===== config.mk =====
export PLATFORM = sky130hd
export DESIGN_NAME = trng_collector
export DESIGN_NICKNAME = d
export VERILOG_FILES = /design/src/rtl/trng_pkg.sv /design/src/rtl/trng_strobe_gen.sv /design/src/rtl/trng_bit_packer.sv /design/src/rtl/trng_word_buf.sv /design/src/rtl/trng_collector.sv
export SDC_FILE = /design/constraint.sdc
export NUM_CORES = 1
export LEC_CHECK = 0
export ABC_AREA = 1
export ABC_CLOCK_PERIOD_IN_PS = 5190
export BUFFER_PORTS_ARGS = -buffer_cell sky130_fd_sc_hd__buf_4
export CAP_MARGIN = 25
export CORE_MARGIN = 4
export CORE_UTILIZATION = 45
export DETAILED_ROUTE_END_ITERATION = 10
export PLACE_DENSITY = 0.61
export SYNTH_ARGS = -nofsm -noshare
export SYNTH_HDL_FRONTEND = slang
export SYNTH_SLANG_ARGS = --single-unit

===== constraint.sdc =====
create_clock -name clk -period 5.19 [get_ports clk]
set_input_delay 1.038 -clock clk [delete_from_list [all_inputs] [get_ports clk]]
set_output_delay 1.038 -clock clk [all_outputs]
set_load 0.005 [all_outputs]

===== src/rtl/trng_pkg.sv =====
package trng_pkg;
  localparam int unsigned OFS_DIV    = 8'h00;
  localparam int unsigned OFS_CTRL   = 8'h20;
  localparam int unsigned OFS_POST   = 8'h30;
  localparam int unsigned OFS_REQ    = 8'h50;
  localparam int unsigned OFS_BUF    = 8'h80;
  localparam int unsigned EN_BIT     = 31;
endpackage


===== src/rtl/trng_strobe_gen.sv =====
module trng_strobe_gen #(
  parameter int DIV_W = 15
) (
  input  logic             clk,
  input  logic             rst,
  input  logic             en,
  input  logic             restart,
  input  logic [DIV_W-1:0] div,
  output logic             strobe
);
  localparam int CW = DIV_W + 1;

  logic [DIV_W-1:0] div_eff;
  logic [CW-1:0]    last;
  logic [CW-1:0]    cnt;

  always_comb begin
    div_eff = (div == '0) ? DIV_W'(1) : div;
    last    = {div_eff, 1'b0} - CW'(1);
  end

  always_ff @(posedge clk) begin
    if (rst || !en || restart) cnt <= '0;
    else if (cnt == last)      cnt <= '0;
    else                       cnt <= cnt + CW'(1);
  end

  assign strobe = en && (cnt == last);

  // the sample period is never shorter than two clocks
  a_r2_strobe_spacing: assert property (@(posedge clk) disable iff (rst)
    strobe |=> !strobe);
endmodule


===== src/rtl/trng_bit_packer.sv =====
module trng_bit_packer #(
  parameter int WORDS  = 8,
  parameter int WORD_W = 32,
  localparam int MAX_BITS = WORDS * WORD_W,
  localparam int CNT_W    = $clog2(MAX_BITS + 1),
  localparam int IDX_W    = (WORDS > 1) ? $clog2(WORDS) : 1,
  localparam int POS_W    = $clog2(WORD_W)
) (
  input  logic              clk,
  input  logic              rst,
  input  logic              start,
  input  logic [CNT_W-1:0]  start_n,
  input  logic              strobe,
  input  logic              ent,
  output logic [CNT_W-1:0]  remaining,
  output logic              wr_en,
  output logic [IDX_W-1:0]  wr_idx,
  output logic [WORD_W-1:0] wr_data
);
  logic [WORD_W-1:0] acc;
  logic [POS_W-1:0]  bit_pos;
  logic [IDX_W-1:0]  word_idx;
  logic              take;

  always_comb begin
    take    = strobe && (remaining != '0) && !start;
    wr_data = acc | (WORD_W'(ent) << bit_pos);
    wr_en   = take && ((bit_pos == POS_W'(WORD_W - 1)) || (remaining == CNT_W'(1)));
    wr_idx  = word_idx;
  end

  always_ff @(posedge clk) begin
    if (rst) begin
      remaining <= '0;
      acc       <= '0;
      bit_pos   <= '0;
      word_idx  <= '0;
    end else if (start) begin
      remaining <= start_n;
      acc       <= '0;
      bit_pos   <= '0;
      word_idx  <= '0;
    end else if (take) begin
      remaining <= remaining - CNT_W'(1);
      if (wr_en) begin
        acc      <= '0;
        bit_pos  <= '0;
        word_idx <= word_idx + IDX_W'(1);
      end else begin
        acc     <= wr_data;
        bit_pos <= bit_pos + POS_W'(1);
      end
    end
  end

  // without a strobe or a new request the count does not move
  a_r4_count_frozen: assert property (@(posedge clk) disable iff (rst)
    (!start && !strobe) |=> $stable(remaining));
  // each sample taken lowers the outstanding count by exactly one
  a_r5_count_step: assert property (@(posedge clk) disable iff (rst)
    (!start && strobe && remaining != '0) |=> (remaining == $past(remaining) - CNT_W'(1)));
  // the count never exceeds the buffer capacity
  always_ff @(posedge clk) begin
    if (!rst) a_r6_bound: assert (remaining <= CNT_W'(MAX_BITS));
  end
endmodule


===== src/rtl/trng_word_buf.sv =====
module trng_word_buf #(
  parameter int WORDS  = 8,
  parameter int WORD_W = 32,
  localparam int IDX_W = (WORDS > 1) ? $clog2(WORDS) : 1
) (
  input  logic              clk,
  input  logic              we,
  input  logic [IDX_W-1:0]  waddr,
  input  logic [WORD_W-1:0] wdata,
  input  logic [IDX_W-1:0]  raddr,
  output logic [WORD_W-1:0] rdata
);
  logic [WORD_W-1:0] mem [WORDS];

  always_ff @(posedge clk) begin
    if (we) mem[waddr] <= wdata;
    rdata <= mem[raddr];
  end
endmodule


===== src/rtl/trng_collector.sv =====
module trng_collector
  import trng_pkg::*;
#(
  parameter int WORDS  = 8,
  parameter int DIV_W  = 15,
  parameter int ADDR_W = 8
) (
  input  logic              clk,
  input  logic              rst,
  input  logic [ADDR_W-1:0] bus_addr,
  input  logic              bus_we,
  input  logic [31:0]       bus_wdata,
  output logic [31:0]       bus_rdata,
  input  logic              ent_bit
);
  localparam int WORD_W   = 32;
  localparam int MAX_BITS = WORDS * WORD_W;
  localparam int CNT_W    = $clog2(MAX_BITS + 1);
  localparam int IDX_W    = (WORDS > 1) ? $clog2(WORDS) : 1;
  localparam int BUF_END  = OFS_BUF + 4 * WORDS;

  logic              gen_en;
  logic [DIV_W-1:0]  div_q;
  logic              req_wr;
  logic [CNT_W-1:0]  req_n;
  logic              strobe;
  logic [CNT_W-1:0]  remaining;
  logic              wr_en;
  logic [IDX_W-1:0]  wr_idx;
  logic [WORD_W-1:0] wr_data;
  logic              in_buf;
  logic [IDX_W-1:0]  rd_idx;
  logic [WORD_W-1:0] buf_q;
  logic [31:0]       csr_q;
  logic              sel_buf_q;

  always_comb begin
    req_wr = bus_we && (bus_addr == ADDR_W'(OFS_REQ));
    req_n  = (bus_wdata > 32'(MAX_BITS)) ? CNT_W'(MAX_BITS) : bus_wdata[CNT_W-1:0];
    in_buf = (32'(bus_addr) >= 32'(OFS_BUF)) && (32'(bus_addr) < 32'(BUF_END));
    rd_idx = bus_addr[IDX_W+1:2];
  end

  always_ff @(posedge clk) begin
    if (rst) begin
      gen_en <= 1'b0;
      div_q  <= '0;
    end else if (bus_we) begin
      if (bus_addr == ADDR_W'(OFS_CTRL)) gen_en <= bus_wdata[EN_BIT];
      if (bus_addr == ADDR_W'(OFS_DIV))  div_q  <= bus_wdata[DIV_W:1];
    end
  end

  always_ff @(posedge clk) begin
    if (rst) begin
      csr_q     <= '0;
      sel_buf_q <= 1'b0;
    end else begin
      sel_buf_q <= in_buf;
      case (bus_addr)
        ADDR_W'(OFS_DIV):  csr_q <= 32'({div_q, 1'b0});
        ADDR_W'(OFS_CTRL): csr_q <= {gen_en, 31'b0};
        ADDR_W'(OFS_REQ):  csr_q <= 32'(remaining);
        default:           csr_q <= '0;
      endcase
    end
  end

  assign bus_rdata = sel_buf_q ? buf_q : csr_q;

  trng_strobe_gen #(.DIV_W(DIV_W)) u_strobe (
    .clk(clk), .rst(rst), .en(gen_en), .restart(req_wr), .div(div_q), .strobe(strobe)
  );

  trng_bit_packer #(.WORDS(WORDS), .WORD_W(WORD_W)) u_pack (
    .clk(clk), .rst(rst), .start(req_wr), .start_n(req_n), .strobe(strobe),
    .ent(ent_bit), .remaining(remaining), .wr_en(wr_en), .wr_idx(wr_idx), .wr_data(wr_data)
  );

  trng_word_buf #(.WORDS(WORDS), .WORD_W(WORD_W)) u_buf (
    .clk(clk), .we(wr_en), .waddr(wr_idx), .wdata(wr_data), .raddr(rd_idx), .rdata(buf_q)
  );

  // a zero request leaves nothing outstanding
  a_r6_zero_idle: assert property (@(posedge clk) disable iff (rst)
    (req_wr && bus_wdata == 32'd0) |=> (remaining == '0));
  // reset clears the enable bit
  a_r1_reset_off: assert property (@(posedge clk)
    rst |=> !gen_en);
endmodule


# Yosys cells after proc, flatten, opt, wreduce, memory -nomap -nowiden
# Memories as Yosys holds them, arrays and structs flattened. A register that Yosys moved wholly into a read port is not among the register bits.
# Cells that the tools add are included.
# classes
muxes	10
reduce_logical	20
bitwise	1
n_addsub	5
eq_ne	5
shift	1
magnitude_cmp	3
# op_table
op	n
one-hot mux 32 bit (3 select lines)	1
2-to-1 mux 32 bit	2
> comparator 32 x 9 -> 1 bit, second input constant	1
OR 32 bit	1
left shift 1 x 5 -> 32 bit	1
2-to-1 mux 9 bit	3
adder 16 x 1 -> 16 bit, second input constant	1
equality test 16 bit	1
subtractor 16 x 1 -> 16 bit, second input constant	1
logical NOT 15 bit	1
2-to-1 mux 15 bit	1
equality test 9 x 1 -> 1 bit, second input constant	1
nonzero test 9 bit	1
subtractor 9 x 1 -> 9 bit, second input constant	1
equality test 8 x 6 -> 1 bit, second input constant	1
equality test 8 x 7 -> 1 bit, second input constant	1
greater-or-equal comparator 8 bit, second input constant	1
logical NOT 8 bit	1
< comparator 8 bit, second input constant	1
logical AND 1 bit	6
AND reduction 2 bit	3
adder 5 x 1 -> 5 bit, second input constant	1
equality test 5 bit, second input constant	1
2-to-1 mux 5 bit	1
other kinds (6)	11
# totals
regBits	114
n_memories	1
input_bits	44
elab_cells	55
output_inout_bits	32
ramBits	256
# mem_list
name	words	width	rd	rd_ports_with_merged_regs	wr	line	rtl
u_buf.mem	8	32	1	1	1	trng_word_buf.sv:13	logic [WORD_W-1:0] mem [WORDS];

# Depth between registers and ports, before layout
# depth
ltp_word	10
mapped_depth	24
ltp_nobuf	23

# By module
# From an unflattened synthesis, not the netlist that was laid out.
# unflattened
hier_cells	2066
area_unflattened_um2	18002.3
# modules_own_cells
module	seq_area_each_um2	cells_each	instances	area_per_inst_um2
trng_word_buf	8328.0	1156	1	11872.6
trng_bit_packer	980.9	367	1	2622.5
trng_collector	680.7	303	1	2006.9
trng_strobe_gen	320.3	240	1	1500.2

# Worst setup path before layout
# Ideal clock, no wire load.
# synth_path
path_type	register to register
startpoint	register div_q[5]
endpoint	memory u_buf.mem[1][0], enable pin
setup_slack_ns	0.102
setup_time_ns	0.461
stages_incl_launch_ff	23
path_buffers	1
arrival_ns	4.627
cell_sequence	dfxtp_1 nor2_2 nand2_1 nor2_1 nand2_2 nand2_1 inv_1 ha_1 nand2_2 nor2_4 nand2_1 nand2_1 nand2_1 nor2_1 nand2_1 nor2_1 nand3_1 nor2_2 nand4_4 nor2_8 buf_6 nand3_2 nor3_1
# synth_between
elab_chain_cells	10
# synth_rtl
item	line	rtl
start: declaration	trng_collector.sv:23	logic [DIV_W-1:0] div_q;
start signal: assignment	trng_collector.sv:50	if (bus_addr == ADDR_W'(OFS_DIV)) div_q <= bus_wdata[DIV_W:1];
logical NOT 15 bit	trng_strobe_gen.sv:18	div_eff = (div == '0) ? DIV_W'(1) : div;
2-to-1 mux 15 bit *	trng_strobe_gen.sv:18	
subtractor 16 x 1 -> 16 bit *	trng_strobe_gen.sv:19	last = {div_eff, 1'b0} - CW'(1);
equality test 16 bit *	trng_strobe_gen.sv:28	assign strobe = en && (cnt == last);
logical AND 1 bit *	trng_strobe_gen.sv:28	
logical AND 1 bit * (2 in series)	trng_bit_packer.sv:26	take = strobe && (remaining != '0) && !start;
logical AND 1 bit *	trng_bit_packer.sv:28	wr_en = take && ((bit_pos == POS_W'(WORD_W - 1)) || (remaining == CNT_W'(1)));
2-to-1 mux 1 bit *	trng_word_buf.sv:16	if (we) mem[waddr] <= wdata;
2-to-1 mux 1 bit (not written as such) *	trng_word_buf.sv:16	
end: declaration	trng_word_buf.sv:13	
# Every way passes the cells marked *; elsewhere a longest branch is shown, timed or not.

# Worst setup path after layout
# layout_path
startpoint	register div_q[5]
endpoint	memory u_buf.mem[0][12], enable pin
# Same word-level chain as after synthesis.

==> results.sh <==
export IMPL_status="completed"
export IMPL_fmax_mhz=249
export IMPL_antenna_found_initial=0
export IMPL_place_port_buffers=75
export IMPL_hold_class="reg2reg"
export IMPL_start_util=0.457
export IMPL_ys_top_cells_by_area="edfxtp_1 49%, dfxtp_1 17%, nor2_1 8.7%"
export IMPL_finalHoldViolCount=0
export IMPL_p_leak_nw=6.93
export IMPL_post_cts_buffers=0
export IMPL_nets=1656
export IMPL_dp_slack_ns=0.986
export IMPL_cts_resized=0
export IMPL_slew_viol_final=0
export IMPL_synth_common_cells="368 x nor2_1, 256 x edfxtp_1, 159 x o21ai_0, 131 x dfxtp_1, 131 x nand2_1"
export IMPL_die_h_um=195
export IMPL_area_growth_pct=14.9
export IMPL_dp_cells=2017
export IMPL_die_area_sq_um=38100
export IMPL_synth_cell_types=39
export IMPL_postLayoutCoreUtil=0.525
export IMPL_worst_slew_pin_slew_ns=0.992
export IMPL_required_ns=5.37
export IMPL_yosys_warnings=0
export IMPL_grt_pass1_vias=10600
export IMPL_synthArstFlopShare=0
export IMPL_relSlewSlack=0.339
export IMPL_p_per_area_nw_per_um2=352
export IMPL_synth_edf_count=256
export IMPL_dpl_instance_area_sq_um=16800
export IMPL_first_pass_iters=5
export IMPL_synth_most_common_cell="nor2_1"
export IMPL_min_from="u_pack.acc[0]"
export IMPL_p_total_mw=6.39
export IMPL_critical_path_peak_fanout=28
export IMPL_grtUsageTotal=0.199
export IMPL_clock_path_buffers=3
export IMPL_setup_viol=0
export IMPL_ir_drop_uv=238
export IMPL_core_area_sq_um=34500
export IMPL_period_needed_ns=4.01
export IMPL_rrSetupSlack_ns=1.18
export IMPL_start_kind="register"
export IMPL_clk_pin_slew_ns=0.06
export IMPL_htreeDepth=2
export IMPL_drt_iter0_markers=916
export IMPL_fin_setup_tns_ns=0
export IMPL_insertion_delay_ns=0.55
export IMPL_finalInstanceArea_sq_um=18100
export IMPL_routabilityCongestion=0.965
export IMPL_synth_flop_cell="edfxtp_1"
export IMPL_max_stage_delay_ns=0.49
export IMPL_grt_ovfl_total=0
export IMPL_syn_inst=1539
export IMPL_drive_gt1_frac=0.142
export IMPL_fin_crit_sh=0.773
export IMPL_crit_family="simple AND/OR/NAND/NOR gates"
export IMPL_ys_seq_area_frac=0.653
export IMPL_setup_slack_ns=1.18
export IMPL_synth_avg_cell_area_sq_um=10.3
export IMPL_num_vias=11000
export IMPL_cts_sinks=387
export IMPL_crit_slowest_cell="buf_4"
export IMPL_synth_area_leader_cell="edfxtp_1"
export IMPL_num_rows=68
export IMPL_startpoint="div_q[5]"
export IMPL_finalHoldWorstSlack_ns=0.459
export IMPL_drc=0
export IMPL_reg2reg_from="div_q[5]"
export IMPL_cp_cell_sequence="nor2_2, nand2_1, nor2_1, nand2_2, nand2_1, inv_1, ha_1, nand2_2, nor2_4, nand2_1, nand2_1, nand2_1, nor2_1, nand2_1, nor2_1, nand3_1, nor2_2, nand4_4, nor2_8, nand3b_1, nor3_2, buf_4"
export IMPL_synth_top_area_share=0.487
export IMPL_end_kind="register"
export IMPL_cts_root_buf="clkbuf_16"
export IMPL_maxCapViolations=0
export IMPL_skew_ns=0.0171
export IMPL_grt_pass1_wl_mm=60.6
export IMPL_cts_buffers=41
export IMPL_grt_max_degree=103
export IMPL_synth_area_sq_um=15800
export IMPL_antenna_cells=0
export IMPL_cpMostUsedCell="nand2_1"
export IMPL_routed_via_density=5.25
export IMPL_antenna_left=0
export IMPL_hold_buffers=0
export IMPL_crit_type="reg2reg"
export IMPL_stdcell_count=2092
export IMPL_routed_wirelength_mm=38.2
export IMPL_ios=76
export IMPL_synthesis_nets=1590
export IMPL_hpwlAfterDp_mm=23.5
export IMPL_ys_ff_latch=387
export IMPL_rsz0062_at_grt="false"
export IMPL_wire_per_inst_um=18.3
export IMPL_cp_arrival_ns=4.20
export IMPL_critPathBufInv=2
export IMPL_tritoncts="yes"
export IMPL_die_width_um=195
==> power breakdown <==
part	leakage (nW)	internal, mW	total, mW	switching (mW)
Clock	0.640	1.69	2.87	1.18
Sequential	3.56	3.27	3.28	0.00740
Combinational	2.73	0.0890	0.246	0.157
Total	6.93	5.05	6.39	1.34
==> final timing paths <==
path                           end  cells after the start
hold reg to reg      u_pack.acc[0]                      2
hold / removal       u_pack.acc[0]                      2
setup / recovery  u_buf.mem[0][12]                     22
setup reg to reg  u_buf.mem[0][12]                     22
==> registers in the layout, indices dropped and copies added, names as in the netlist <==
register          cells
csr_q                17
div_q                15
gen_en                1
sel_buf_q             1
u_buf.mem           256
u_buf.rdata          32
u_pack.acc           32
u_pack.bit_pos        5
u_pack.remaining      9
u_pack.wr_idx         3
u_strobe.cnt         16
==> layout by cell type (no fill, tap or decap), drive strengths merged, types with 9 or more instances in the layout <==
cell	netlist	layout
xor2	12	12
nand2	135	135
a21oi	64	64
clkinv	1	9
buf	13	95
clkbuf	59	63
mux2	17	17
nand3	45	45
nor2	377	377
edfxtp	256	256
dfxtp	131	131
nor4	9	9
or2	37	37
o22ai	32	32
a31oi	34	34
o21ai	161	161
inv	93	94
nor3	30	30
==> worst register-to-register path, delay by kind of cell, from the launching register on <==
kind | cells | cell delay (ns)
flip-flops | 1 | 0.43
adder cells (fa/ha/maj) | 1 | 0.27
AND/OR/NAND/NOR | 19 | 2.42
buffers and inverters | 2 | 0.55
==> cells by family (layout without fill, tap and decap cells) <==
family | count (synthesis) | after routing | share of synthesized area
AOI/OAI and AO/OA | 297 | 297 | 0.100
xor gates and xnor gates | 20 | 20 | 0.0111
adders and majority gates | 7 | 7 | 0.00555
buffers and inverters | 166 | 264 | 0.0423
DFF | 387 | 387 | 0.653
muxes | 17 | 17 | 0.0121
and+or+nand+nor | 645 | 645 | 0.176
==> metal layers <==
metal	up-vias	GRT usage	routed length, um
met5	-	0	0
met4	0	0.0509	798
met3	55	0.0326	1920
met2	286	0.317	17800
met1	5239	0.286	17700
li1	5412	-	-
==> cell type report <==
class                   count  area, sq um
inverters                  94          354
repair buffers             95          726
flip-flops and latches    387        10300
fillers                  3107        16400
clock inverters            12          136
well taps                 455          569
clock buffers              63         1190
multi-input cells         986         4850
(Power assumes the default switching activity.)
